===== src/rtl/uvs_pkg.sv =====
package uvs_pkg;
  typedef enum int unsigned {SUP_IN = 0, SUP_OUT = 1} supply_e;
  localparam int unsigned NUM_SUP = 2;

  function automatic int unsigned cnt_w(input int unsigned n);
    return (n < 2) ? 1 : $clog2(n);
  endfunction
endpackage


===== src/rtl/uvs_mask_filter.sv =====
module uvs_mask_filter #(
  parameter int unsigned MASK_CYC = 2500
) (
  input  logic clk,
  input  logic rst,
  input  logic raw,
  output logic qual
);
  localparam int unsigned CW = uvs_pkg::cnt_w(MASK_CYC);
  localparam logic [CW-1:0] LAST = CW'(MASK_CYC - 1);

  logic [CW-1:0] cnt;

  always_ff @(posedge clk) begin
    if (rst) begin
      cnt  <= '0;
      qual <= 1'b0;
    end else if (!raw) begin
      cnt  <= '0;
      qual <= 1'b0;
    end else if (!qual) begin
      if (cnt == LAST) qual <= 1'b1;
      else             cnt  <= cnt + 1'b1;
    end
  end
endmodule


===== src/rtl/uvs_hold_timer.sv =====
module uvs_hold_timer #(
  parameter int unsigned HOLD_CYC = 500000
) (
  input  logic clk,
  input  logic rst,
  input  logic cause,
  output logic fault,
  output logic force_lo,
  output logic done
);
  localparam int unsigned HW = uvs_pkg::cnt_w(HOLD_CYC + 1);
  localparam logic [HW-1:0] HEND = HW'(HOLD_CYC);

  logic [HW-1:0] hcnt;

  always_ff @(posedge clk) begin
    if (rst) begin
      fault    <= 1'b1;
      force_lo <= 1'b1;
      done     <= 1'b0;
      hcnt     <= '0;
    end else if (cause) begin
      fault    <= 1'b1;
      force_lo <= 1'b1;
      done     <= 1'b0;
      hcnt     <= '0;
    end else if (fault) begin
      if (hcnt == HEND) begin
        fault    <= 1'b0;
        force_lo <= 1'b0;
        done     <= 1'b1;
      end else begin
        hcnt <= hcnt + 1'b1;
        done <= 1'b0;
      end
    end else begin
      done <= 1'b0;
    end
  end
endmodule


===== src/rtl/uv_fault_supervisor.sv =====
module uv_fault_supervisor #(
  parameter int unsigned MASK_CYC = 2500,
  parameter int unsigned HOLD_CYC = 500000
) (
  input  logic clk,
  input  logic rst,
  input  logic uv_in_raw,
  input  logic uv_out_raw,
  input  logic test_strap,
  input  logic scp_req,
  output logic fault_active,
  output logic force_low,
  output logic hold_done
);
  import uvs_pkg::*;

  logic [NUM_SUP-1:0] raw_g;
  logic [NUM_SUP-1:0] qual;
  logic               cause;

  assign raw_g[SUP_IN]  = uv_in_raw & ~test_strap;
  assign raw_g[SUP_OUT] = uv_out_raw;

  for (genvar g = 0; g < NUM_SUP; g++) begin : g_sup
    uvs_mask_filter #(.MASK_CYC(MASK_CYC)) u_mask (
      .clk  (clk),
      .rst  (rst),
      .raw  (raw_g[g]),
      .qual (qual[g])
    );
  end

  assign cause = (|qual) | scp_req;

  uvs_hold_timer #(.HOLD_CYC(HOLD_CYC)) u_hold (
    .clk      (clk),
    .rst      (rst),
    .cause    (cause),
    .fault    (fault_active),
    .force_lo (force_low),
    .done     (hold_done)
  );
endmodule


===== config.mk =====
export PLATFORM = sky130hd
export DESIGN_NAME = uv_fault_supervisor
export DESIGN_NICKNAME = d
export VERILOG_FILES = /design/src/rtl/uvs_pkg.sv /design/src/rtl/uvs_mask_filter.sv /design/src/rtl/uvs_hold_timer.sv /design/src/rtl/uv_fault_supervisor.sv
export SDC_FILE = /design/constraint.sdc
export NUM_CORES = 1
export LEC_CHECK = 0
export ABC_AREA = 1
export BUFFER_PORTS_ARGS = -buffer_cell sky130_fd_sc_hd__buf_2
export CORE_AREA = 2 2 73 75
export DETAILED_ROUTE_END_ITERATION = 16
export DIE_AREA = 0 0 75 77
export PLACE_DENSITY = 0.72
export SYNTH_ARGS = -nofsm -noshare
export SYNTH_HDL_FRONTEND = slang
export SYNTH_HIERARCHICAL = 1
export SYNTH_SLANG_ARGS = --single-unit

===== constraint.sdc =====
create_clock -name clk -period 3.5 [get_ports clk]
set_input_delay 0 -clock clk [delete_from_list [all_inputs] [get_ports clk]]
set_output_delay 0 -clock clk [all_outputs]
set_load 0.1 [all_outputs]

==> results of run 1 <==
## power groups by stage
stage | combinational (mW) | sequential [mW] | clock [mW]
2_1_floorplan | 0.0160 | 0.564 | 0
4_1_cts | 0.0243 | 0.552 | 0.429
3_5_place_dp | 0.0242 | 0.565 | 0
3_3_place_gp | 0.0238 | 0.565 | 0
6_report | 0.0242 | 0.552 | 0.415
5_1_grt | 0.0279 | 0.553 | 0.446
## metal layers
| layer | vias up | GRT usage, % | part of all wire (%) |
|---|---|---|---|
| met5 | - | 0 | 0 |
| met4 | 0 | 5.36 | 1.1 |
| met3 | 6 | 3.94 | 3.3 |
| met2 | 37 | 34.1 | 45 |
| met1 | 1139 | 31.0 | 51 |
| li1 | 1400 | - | - |
## critical path: cells and delay by family (launching register included)
kind	cells	cell delay, ns
AND/OR/NAND/NOR	3	0.61
buffers and inverters	2	0.44
flip-flops	1	0.35
AO/OA/AOI/OAI	1	0.26
## sequential cells by signal (all words and copies together), names as in the netlist
register,cells
u_hold/hcnt,19
g_sup.u_mask/qual,2
u_hold/fault,1
g_sup.u_mask/cnt,24
u_hold/done,1
u_hold/force_lo,1
## worst paths after layout
path         cells after the start                       startpoint                                   to
max                              6  g_sup[1].u_mask/qual$_SDFF_PP0_         u_hold/force_lo$_SDFFE_PP1P_
min                              4                              rst  g_sup[0].u_mask/cnt[8]$_SDFFE_PP0P_
max reg2reg                      6  g_sup[1].u_mask/qual$_SDFF_PP0_         u_hold/force_lo$_SDFFE_PP1P_
min reg2reg                      2     u_hold/force_lo$_SDFFE_PP1P_         u_hold/force_lo$_SDFFE_PP1P_
## cell type report
type / instances / area [sq um]
tap: 70 / 87.6
clock buffer: 5 / 68.8
clock inverter: 3 / 46.3
fill: 478 / 1850
sequential: 48 / 961
multi-input combinational: 338 / 1730
timing repair buffer: 8 / 40.0
inverter: 51 / 191
## layout by cell type (no fill, tap or decap), drive strengths merged
master	n
a21oi	29
nor2	81
nand4	10
nand3b	4
inv	46
bufinv	1
xor2	16
nand2	144
xnor2	3
o22ai	1
nand3	31
clkinvlp	1
and2	1
buf	8
clkbuf	5
ha	6
clkinv	6
nor3	2
dfxtp	48
o21ai	10
## logic make-up after synthesis
logic type / Yosys count
flops: 48
xor+xnor: 19
buf+inv: 55
simple gates: 273
compound gates: 40
fa+ha+maj: 6
## stage by stage
step / power (mW) / cell area, sq um / worst slack (ns) / hold WS [ns] / std cells
after global routing: 1.03 / 3120 / 1.61 / 0.0681 / 523
after floorplan: 0.580 / 2920 / 1.78 / 0.176 / 441
after global placement: 0.588 / 3010 / 1.88 / 0.371 / 515
after detailed placement: 0.589 / 3010 / 1.78 / 0.372 / 515
after CTS: 1.01 / 3120 / 1.76 / 0.0415 / 523
final: 0.991 / 3120 / 1.74 / 0.0561 / 523
==> results_dict.tcl, run 1 <==
set metrics [dict create \
    cp_max_fo 13 \
    io_buffers 8 \
    worstPathArrival_ns 1.97 \
    place_hpwl_mm 4.19 \
    p_per_area_mw_per_mm2 317 \
    p_int_mw 0.771 \
    synth_most_common_cell "nand2_1" \
    drc 0 \
    synth.distinct_cells 32 \
    p_sw_share_pct 22.2 \
    num_rows 26 \
    drive_gt1_share_pct 9.93 \
    pwr-share-clk_pct 41.9 \
    finalWeightedCongestion 0.850 \
    switching_power_mw 0.220 \
    vdd_drop_max_mv 0.176 \
    clk_latency_ns 0.31 \
    cp-end-kind "register" \
    synth_common_cells "nand2_1 (134), nor2_1 (72), dfxtp_1 (48)" \
    first_pass_iters 4 \
    nets 464 \
    worst-r2r-setup-slack_ns 1.74 \
    finalHoldViolCount 0 \
    worstMarginPinSlew_ns 0.588 \
    synth_compound_area_share_pct 7.80 \
    clkSlewWorstSetupHoldPaths_ns 0.10 \
    synth_top_area_share_pct 32.9 \
    cts_max_path_buffers 2 \
    synthSimpleGateAreaFrac_pct 43.2 \
    die_w_microns 75 \
    drtIter0Drc 142 \
    combPwrFrac_pct 2.4 \
    die-area_sq_mm 0.00578 \
    crit_required_ns 3.71 \
    seqPwrFrac_pct 55.7 \
    antenna_found_initial 0 \
    cpMaxStageDelayCell "nor2_1" \
    cts_tree "done" \
    rsz0062_at_grt "no" \
    grt_max_degree 17 \
    synth_xor_area_share_pct 5.70 \
    cts.repair.resized 0 \
    coreArea_sq_mm 0.00498 \
    crit_chain "nor2_1 > nand2_1 > nor2_1 > inv_1 > o22ai_1 > inv_1" \
    finalSetupViolations 0 \
    yosysTopAreaCell "dfxtp_1" \
    maxSlewViolCount 0 \
    h-tree-depth 2 \
    syn_avg_cell_area_sq_um 6.62 \
    vias_per_cell 4.94 \
    postCtsSetupBuffers 0 \
    antenna_left 0 \
    netlist_area_sq_mm 0.00292 \
    crit_type "register to register" \
    cts_hold_buf 0 \
    postSynthNetCount 453 \
    die-height_microns 77 \
    slew_headroom_pct 60.7 \
    grt_overflow_total 0 \
    min_period_over_period_pct 50.2 \
    wl_mm 5.71 \
    period_needed_ns 1.76 \
    fin_skew_ns 0.0127 \
    cp_slowest_stage_delay_ns 0.47 \
    synthCells 441 \
    syn2layout_area_growth_pct 7.03 \
    yosysSeqAreaShare_pct 32.9 \
    setup-tns-final_ns 0 \
    leakage_nw 1.21 \
    post_drt_wl_per_cell_microns 10.9 \
    async_reset_ff_share_pct 0 \
    num_antenna_cells 0 \
    grt_pass1_wl_mm 10.1 \
    num_vias 2582 \
    synth-adder-area-share_pct 2.57 \
    io_pins 9 \
    yosysWarnings 6 \
    ys.flop_type "dfxtp_1" \
    cts_buffers 5 \
    grt_pass1_vias 2349 \
    utilization_pct 62.8 \
    fmax_ghz 0.569 \
    hold_path_class "primary input to register" \
    start_kind "register" \
    cts_root_buffer "clkbuf_8" \
    synth.area.top_cells "dfxtp_1 (33%), nand2_1 (17%), nor2_1 (9.3%)" \
    maxCapViolCount 0 \
    cts_sinks 48 \
    synthMuxAreaShare_pct 0 \
    ys_ff_latch 48 \
    synth_edf_count 0 \
    status "complete, no violations" \
    start_util_pct 58.6 \
    synth_top_family_by_area "simple AND/OR/NAND/NOR gates" \
    grt_usage_pct 21.9 \
]
(Power assumes the default switching activity.)
==> run 2, diff against run 1 <==
--- a/config.mk
+++ b/config.mk
@@ -7,10 +7,10 @@
 export LEC_CHECK = 0
 export ABC_AREA = 1
 export BUFFER_PORTS_ARGS = -buffer_cell sky130_fd_sc_hd__buf_2
-export CORE_AREA = 2 2 73 75
+export CORE_AREA = 2 2 76 78
 export DETAILED_ROUTE_END_ITERATION = 16
-export DIE_AREA = 0 0 75 77
-export PLACE_DENSITY = 0.72
+export DIE_AREA = 0 0 78 80
+export PLACE_DENSITY = 0.7
 export SYNTH_ARGS = -nofsm -noshare
 export SYNTH_HDL_FRONTEND = slang
 export SYNTH_HIERARCHICAL = 1
==> constraint.sdc (replaced) <==
create_clock -name clk -period 1.5 [get_ports clk]
set_input_delay 0 -clock clk [delete_from_list [all_inputs] [get_ports clk]]
set_output_delay 0 -clock clk [all_outputs]
set_load 0.1 [all_outputs]
==> results_dict.tcl, run 2 (same netlist as run 1, synthesis figures left out) <==
set metrics [dict create \
    post_drt_wl_per_cell_microns 11.5 \
    crit_required_ns 1.75 \
    met2_usage_pct 33.2 \
    worstMarginPinSlew_ns 0.546 \
    cts_buffers 5 \
    coreArea_sq_mm 0.00541 \
    die_w_microns 78 \
    final_cell_mix "nand2_1 (134), nor2_1 (68), inv_1 (39), dfxtp_1 (38), nand3_1 (30)" \
    start_kind "register" \
    finalHoldViolCount 0 \
    placed_cell_area_sq_mm 0.00309 \
    maxCapViolCount 0 \
    regMostFlops "g_sup.u_mask/cnt" \
    finalSetupViolations 0 \
    drive_gt1_share_pct 16.3 \
    largest_reg_flops 24 \
    pwr-share-clk_pct 42.0 \
    syn2layout_area_growth_pct 13.2 \
    final_common_cell "nand2_1" \
    crit_chain "ha_2 > nand3_2 > nor2_4 > nand3_1 > nor2_2 > nand3_1 > nand2_1 > nand2_1 > nor2_1" \
    grt_use_met3_pct 4.07 \
    first_pass_iters 4 \
    vias_per_cell 5.00 \
    nets 477 \
    clkSlewWorstSetupHoldPaths_ns 0.10 \
    cts_sinks 48 \
    utilization_pct 61.1 \
    die-height_microns 80 \
    cts_hold_buf 0 \
    rsz0062_at_grt "yes" \
    grt_usage_pct 20.8 \
    nFillCells 506 \
    period_needed_ns 1.44 \
    p_int_mw 1.80 \
    place_hpwl_mm 4.36 \
    drc 0 \
    cts_root_buffer "clkbuf_8" \
    cts_max_path_buffers 2 \
    maxSlewViolCount 0 \
    cts_tree "done" \
    cp_max_fo 4 \
    min_period_over_period_pct 96.0 \
    hold_path.startpoint "rst" \
    total_power_mw 2.33 \
    clk_latency_ns 0.31 \
    register_area_sq_um 976 \
    num_vias 2689 \
    fin_skew_ns 0.00787 \
    seqPwrFrac_pct 55.3 \
    grt_util_met1_pct 28.7 \
    combPwrFrac_pct 2.8 \
    worstPathArrival_ns 1.69 \
    io_pins 9 \
    h-tree-depth 2 \
    cp_slowest_stage_delay_ns 0.37 \
    num_rows 27 \
    finalInstanceArea_sq_mm 0.00330 \
    setup-tns-final_ns 0 \
    start_util_pct 54.0 \
    vdd_drop_max_mv 0.633 \
    io_buffers 8 \
    grt_pass1_vias 2363 \
    drtIter0Drc 105 \
    grt_pass1_wl_mm 10.5 \
    fmax_ghz 0.694 \
    p_sw_share_pct 22.5 \
    die-area_sq_mm 0.00624 \
    antenna_found_initial 0 \
    reg2reg_from "u_hold/hcnt[0]$_SDFFE_PP0P_" \
    status "complete, no violations" \
    wl_mm 6.19 \
    slew_headroom_pct 63.6 \
    crit_type "register to register" \
    num_antenna_cells 0 \
    antenna_left 0 \
    finalWeightedCongestion 0.827 \
    leakage_nw 1.30 \
    hold_path_class "primary input to register" \
    cp-end-kind "register" \
    reg.largest.list "g_sup.u_mask/cnt (24), u_hold/hcnt (19), g_sup.u_mask/qual (2)" \
    multi_input_area_sq_mm 0.00176 \
    cpMaxStageDelayCell "dfxtp_2" \
    p_per_area_mw_per_mm2 705 \
    grt_overflow_total 0 \
    grt_max_degree 17 \
    crit_start "u_hold/hcnt[0]$_SDFFE_PP0P_" \
    switching_power_mw 0.524 \
    top_usage_layer "met2" \
]
-- run 2: cell count changes in the layout (fill, tap and decap cells not counted), moves of 2 or more --
cell,before,now
buf_4,0,11
a21oi_1,26,24
nor2_2,5,8
a21oi_2,1,3
o21ai_0,6,4
nor2_1,72,68
clkinv_4,0,2
o21ai_1,4,6
dfxtp_1,48,38
dfxtp_2,0,9
-- run 2: power groups by stage --
stage	Clock (mW)	Sequential, mW	Combinational, mW
global placement	0	1.32	0.0619
global route	1.06	1.29	0.0741
detailed placement	0	1.32	0.0630
floorplan	0	1.32	0.0374
CTS	1.01	1.29	0.0632
finish	0.977	1.29	0.0641
-- run 2: routing by layer --
layer / part of all wire, % / wire, microns
met1: 52 / 3190
met2: 44 / 2740
met3: 3.2 / 201
met4: 0.78 / 48
met5: 0 / 0
-- run 2: layout make-up --
cell class,instances,area share [%]
flip-flops and latches,48,29.5
clock inverters,3,1.44
multi-input cells,338,53.3
repair buffers,21,5.07
clock buffers,5,2.08
inverters,51,5.87
well taps,72,2.73
-- run 2: per-stage QoR --
stage          setup slack, ns  instances  hold WS [ns]
2_1_floorplan            0.112        441         0.176
3_3_place_gp            0.0430        525         0.430
3_5_place_dp           -0.0111        525         0.435
4_1_cts                 0.0188        533         0.105
5_1_grt                -0.0400        538         0.139
6_report                0.0597        538         0.126
-- run 2: critical path: cells and delay by family, from the launching register on --
kind / cells / cell delay, ns
simple gates: 8 / 0.79
flops: 1 / 0.37
fa+ha+maj: 1 / 0.20
-- run 2: worst paths after layout --
| path | slack [ns] | to | cells after the start |
|---|---|---|---|
| max reg2reg | 0.06 | u_hold/hcnt[18]$_SDFFE_PP0P_ | 9 |
| min | 0.13 | u_hold/fault$_SDFF_PP1_ | 4 |
| max | 0.06 | u_hold/hcnt[18]$_SDFFE_PP0P_ | 9 |
| min reg2reg | 0.48 | u_hold/force_lo$_SDFFE_PP1P_ | 2 |
-- run 2: repair_timing --
item | in CTS | in global routing
buffers inserted | 0 | 4
pin swaps | 0 | 7
resized for setup | 3 | 20
gates cloned | 0 | 1
setup endpoints to repair | 11 | 21
==> run 3, diff against run 2 <==
--- a/config.mk
+++ b/config.mk
@@ -7,10 +7,11 @@
 export LEC_CHECK = 0
 export ABC_AREA = 1
 export BUFFER_PORTS_ARGS = -buffer_cell sky130_fd_sc_hd__buf_2
-export CORE_AREA = 2 2 76 78
+export CORE_AREA = 2 2 74 76
+export CTS_BUF_LIST = sky130_fd_sc_hd__clkbuf_2
 export DETAILED_ROUTE_END_ITERATION = 16
-export DIE_AREA = 0 0 78 80
-export PLACE_DENSITY = 0.7
+export DIE_AREA = 0 0 76 78
+export PLACE_DENSITY = 0.73
 export SYNTH_ARGS = -nofsm -noshare
 export SYNTH_HDL_FRONTEND = slang
 export SYNTH_HIERARCHICAL = 1
==> results_dict.tcl, run 3 (same netlist as run 1, synthesis figures left out) <==
set metrics [dict create \
    cp_slowest_stage_delay_ns 0.39 \
    worstMarginPinSlew_ns 0.485 \
    antenna_left 0 \
    first_pass_iters 4 \
    cp-end-kind "register" \
    cts_tree "done" \
    p_int_mw 1.58 \
    crit_top_cell "nor2_1" \
    finalInstanceArea_sq_mm 0.00332 \
    cp_max_fo 3 \
    min_period_over_period_pct 96.5 \
    cpMaxStageDelayCell "dfxtp_1" \
    grt_usage_pct 21.0 \
    io_buffers 8 \
    clkSlewWorstSetupHoldPaths_ns 0.24 \
    period_needed_ns 1.45 \
    h-tree-depth 2 \
    switching_power_mw 0.456 \
    place_hpwl_mm 4.25 \
    slew_headroom_pct 67.9 \
    final_common_cell "nand2_1" \
    nets 482 \
    post_drt_wl_per_cell_microns 11.5 \
    stdcell_count 539 \
    vdd_drop_max_mv 0.449 \
    finalWeightedCongestion 0.849 \
    start_util_pct 57.9 \
    register_area_sq_um 985 \
    cts_buffers 5 \
    setup-tns-final_ns 0 \
    syn2layout_area_growth_pct 13.8 \
    die-area_sq_mm 0.00593 \
    num_antenna_cells 0 \
    rsz0062_at_grt "yes" \
    multi_input_area_sq_mm 0.00180 \
    placed_cell_area_sq_mm 0.00309 \
    fmax_ghz 0.691 \
    combPwrFrac_pct 3.7 \
    timing.hold.ws_ns 0.0504 \
    wl_mm 6.20 \
    reg.largest.list "g_sup.u_mask/cnt (24), u_hold/hcnt (19), g_sup.u_mask/qual (2)" \
    largest_reg_flops 24 \
    start_kind "register" \
    total_power_mw 2.03 \
    crit_required_ns 1.83 \
    cts_max_path_buffers 2 \
    drtIter0Drc 143 \
    post-place-ws_ns 0.0114 \
    worst-r2r-setup-slack_ns 0.05 \
    grt_pass1_wl_mm 10.3 \
    crit_type "register to register" \
    clk_latency_ns 0.41 \
    hold_path_class "primary input to register" \
    io_pins 9 \
    drive_gt1_share_pct 17.3 \
    p_sw_share_pct 22.4 \
    vias_per_cell 5.04 \
    regMostFlops "g_sup.u_mask/cnt" \
    cts_root_buffer "clkbuf_2" \
    status "complete, no violations" \
    worstPathArrival_ns 1.78 \
    p_per_area_mw_per_mm2 612 \
    grt_overflow_total 0 \
    cts_sinks 48 \
    dp.cells 525 \
    finalHoldViolCount 0 \
    fin_skew_ns 0.0198 \
    coreArea_sq_mm 0.00504 \
    seqPwrFrac_pct 63.5 \
    num_vias 2717 \
    grt_max_degree 14 \
    maxCapViolCount 0 \
    num_rows 26 \
    pwr-share-clk_pct 32.7 \
    leakage_nw 1.31 \
    drc 0 \
    nFillCells 450 \
    die_w_microns 76 \
    crit_chain "buf_4 > nand2_1 > nor2_1 > nand3_1 > nor2_1 > nand3_1 > o21ai_0 > nor2_1" \
    maxSlewViolCount 0 \
    final_cell_mix "nand2_1 (132), nor2_1 (71), inv_1 (38), dfxtp_1 (37), nand3_1 (28)" \
    grt_pass1_vias 2403 \
    antenna_found_initial 0 \
    die-height_microns 78 \
    utilization_pct 65.9 \
    finalSetupViolations 0 \
    layout_setup_ws_ns 0.0526 \
]
-- run 3: cell type report --
cell class | count | area share [%]
clock inverters | 1 | 0.904
inverters | 51 | 6.03
flip-flops and latches | 48 | 29.6
clock buffers | 5 | 0.753
multi-input cells | 339 | 54.2
well taps | 70 | 2.64
repair buffers | 25 | 5.80
-- run 3: critical path: cells and delay by family, from the launching register on --
family / cells / cell delay (ns)
AO/OA/AOI/OAI: 1 / 0.17
buffers and inverters: 1 / 0.13
flip-flops: 1 / 0.39
AND/OR/NAND/NOR: 6 / 0.68
-- run 3: repair_timing --
action | in CTS | in global routing
buffers inserted | 0 | 3
hold buffers | 3 | 0
pin swaps | 0 | 8
endpoints found under the hold margin | 27 | 0
cloned | 0 | 2
endpoints found under the setup margin | 12 | 26
resized for setup | 3 | 38
-- run 3: final timing paths --
kind	to	cells after the start	startpoint
worst max-delay path	u_hold/hcnt[11]$_SDFFE_PP0P_	8	u_hold/hcnt[5]$_SDFFE_PP0P_
worst min-delay path	u_hold/fault$_SDFF_PP1_	6	scp_req
worst max register to register	u_hold/hcnt[11]$_SDFFE_PP0P_	8	u_hold/hcnt[5]$_SDFFE_PP0P_
worst min register to register	u_hold/force_lo$_SDFFE_PP1P_	2	u_hold/force_lo$_SDFFE_PP1P_
-- run 3: power groups by stage --
stage                     registers [mW]  logic (mW)  clock network (mW)
after global routing                1.29      0.0869               0.746
after detailed placement            1.32      0.0645                   0
after global placement              1.32      0.0633                   0
after CTS                           1.29      0.0703               0.695
after floorplan                     1.32      0.0374                   0
final                               1.29      0.0761               0.666
-- run 3: per-layer routing --
metal  vias up  global-route usage, %  part of all wire, %
li1       1444                      -                    -
met1      1227                   26.8                   47
met2        42                   36.9                   48
met3         4                   3.72                  3.9
met4         0                   5.27                 0.68
met5         -                      0                    0
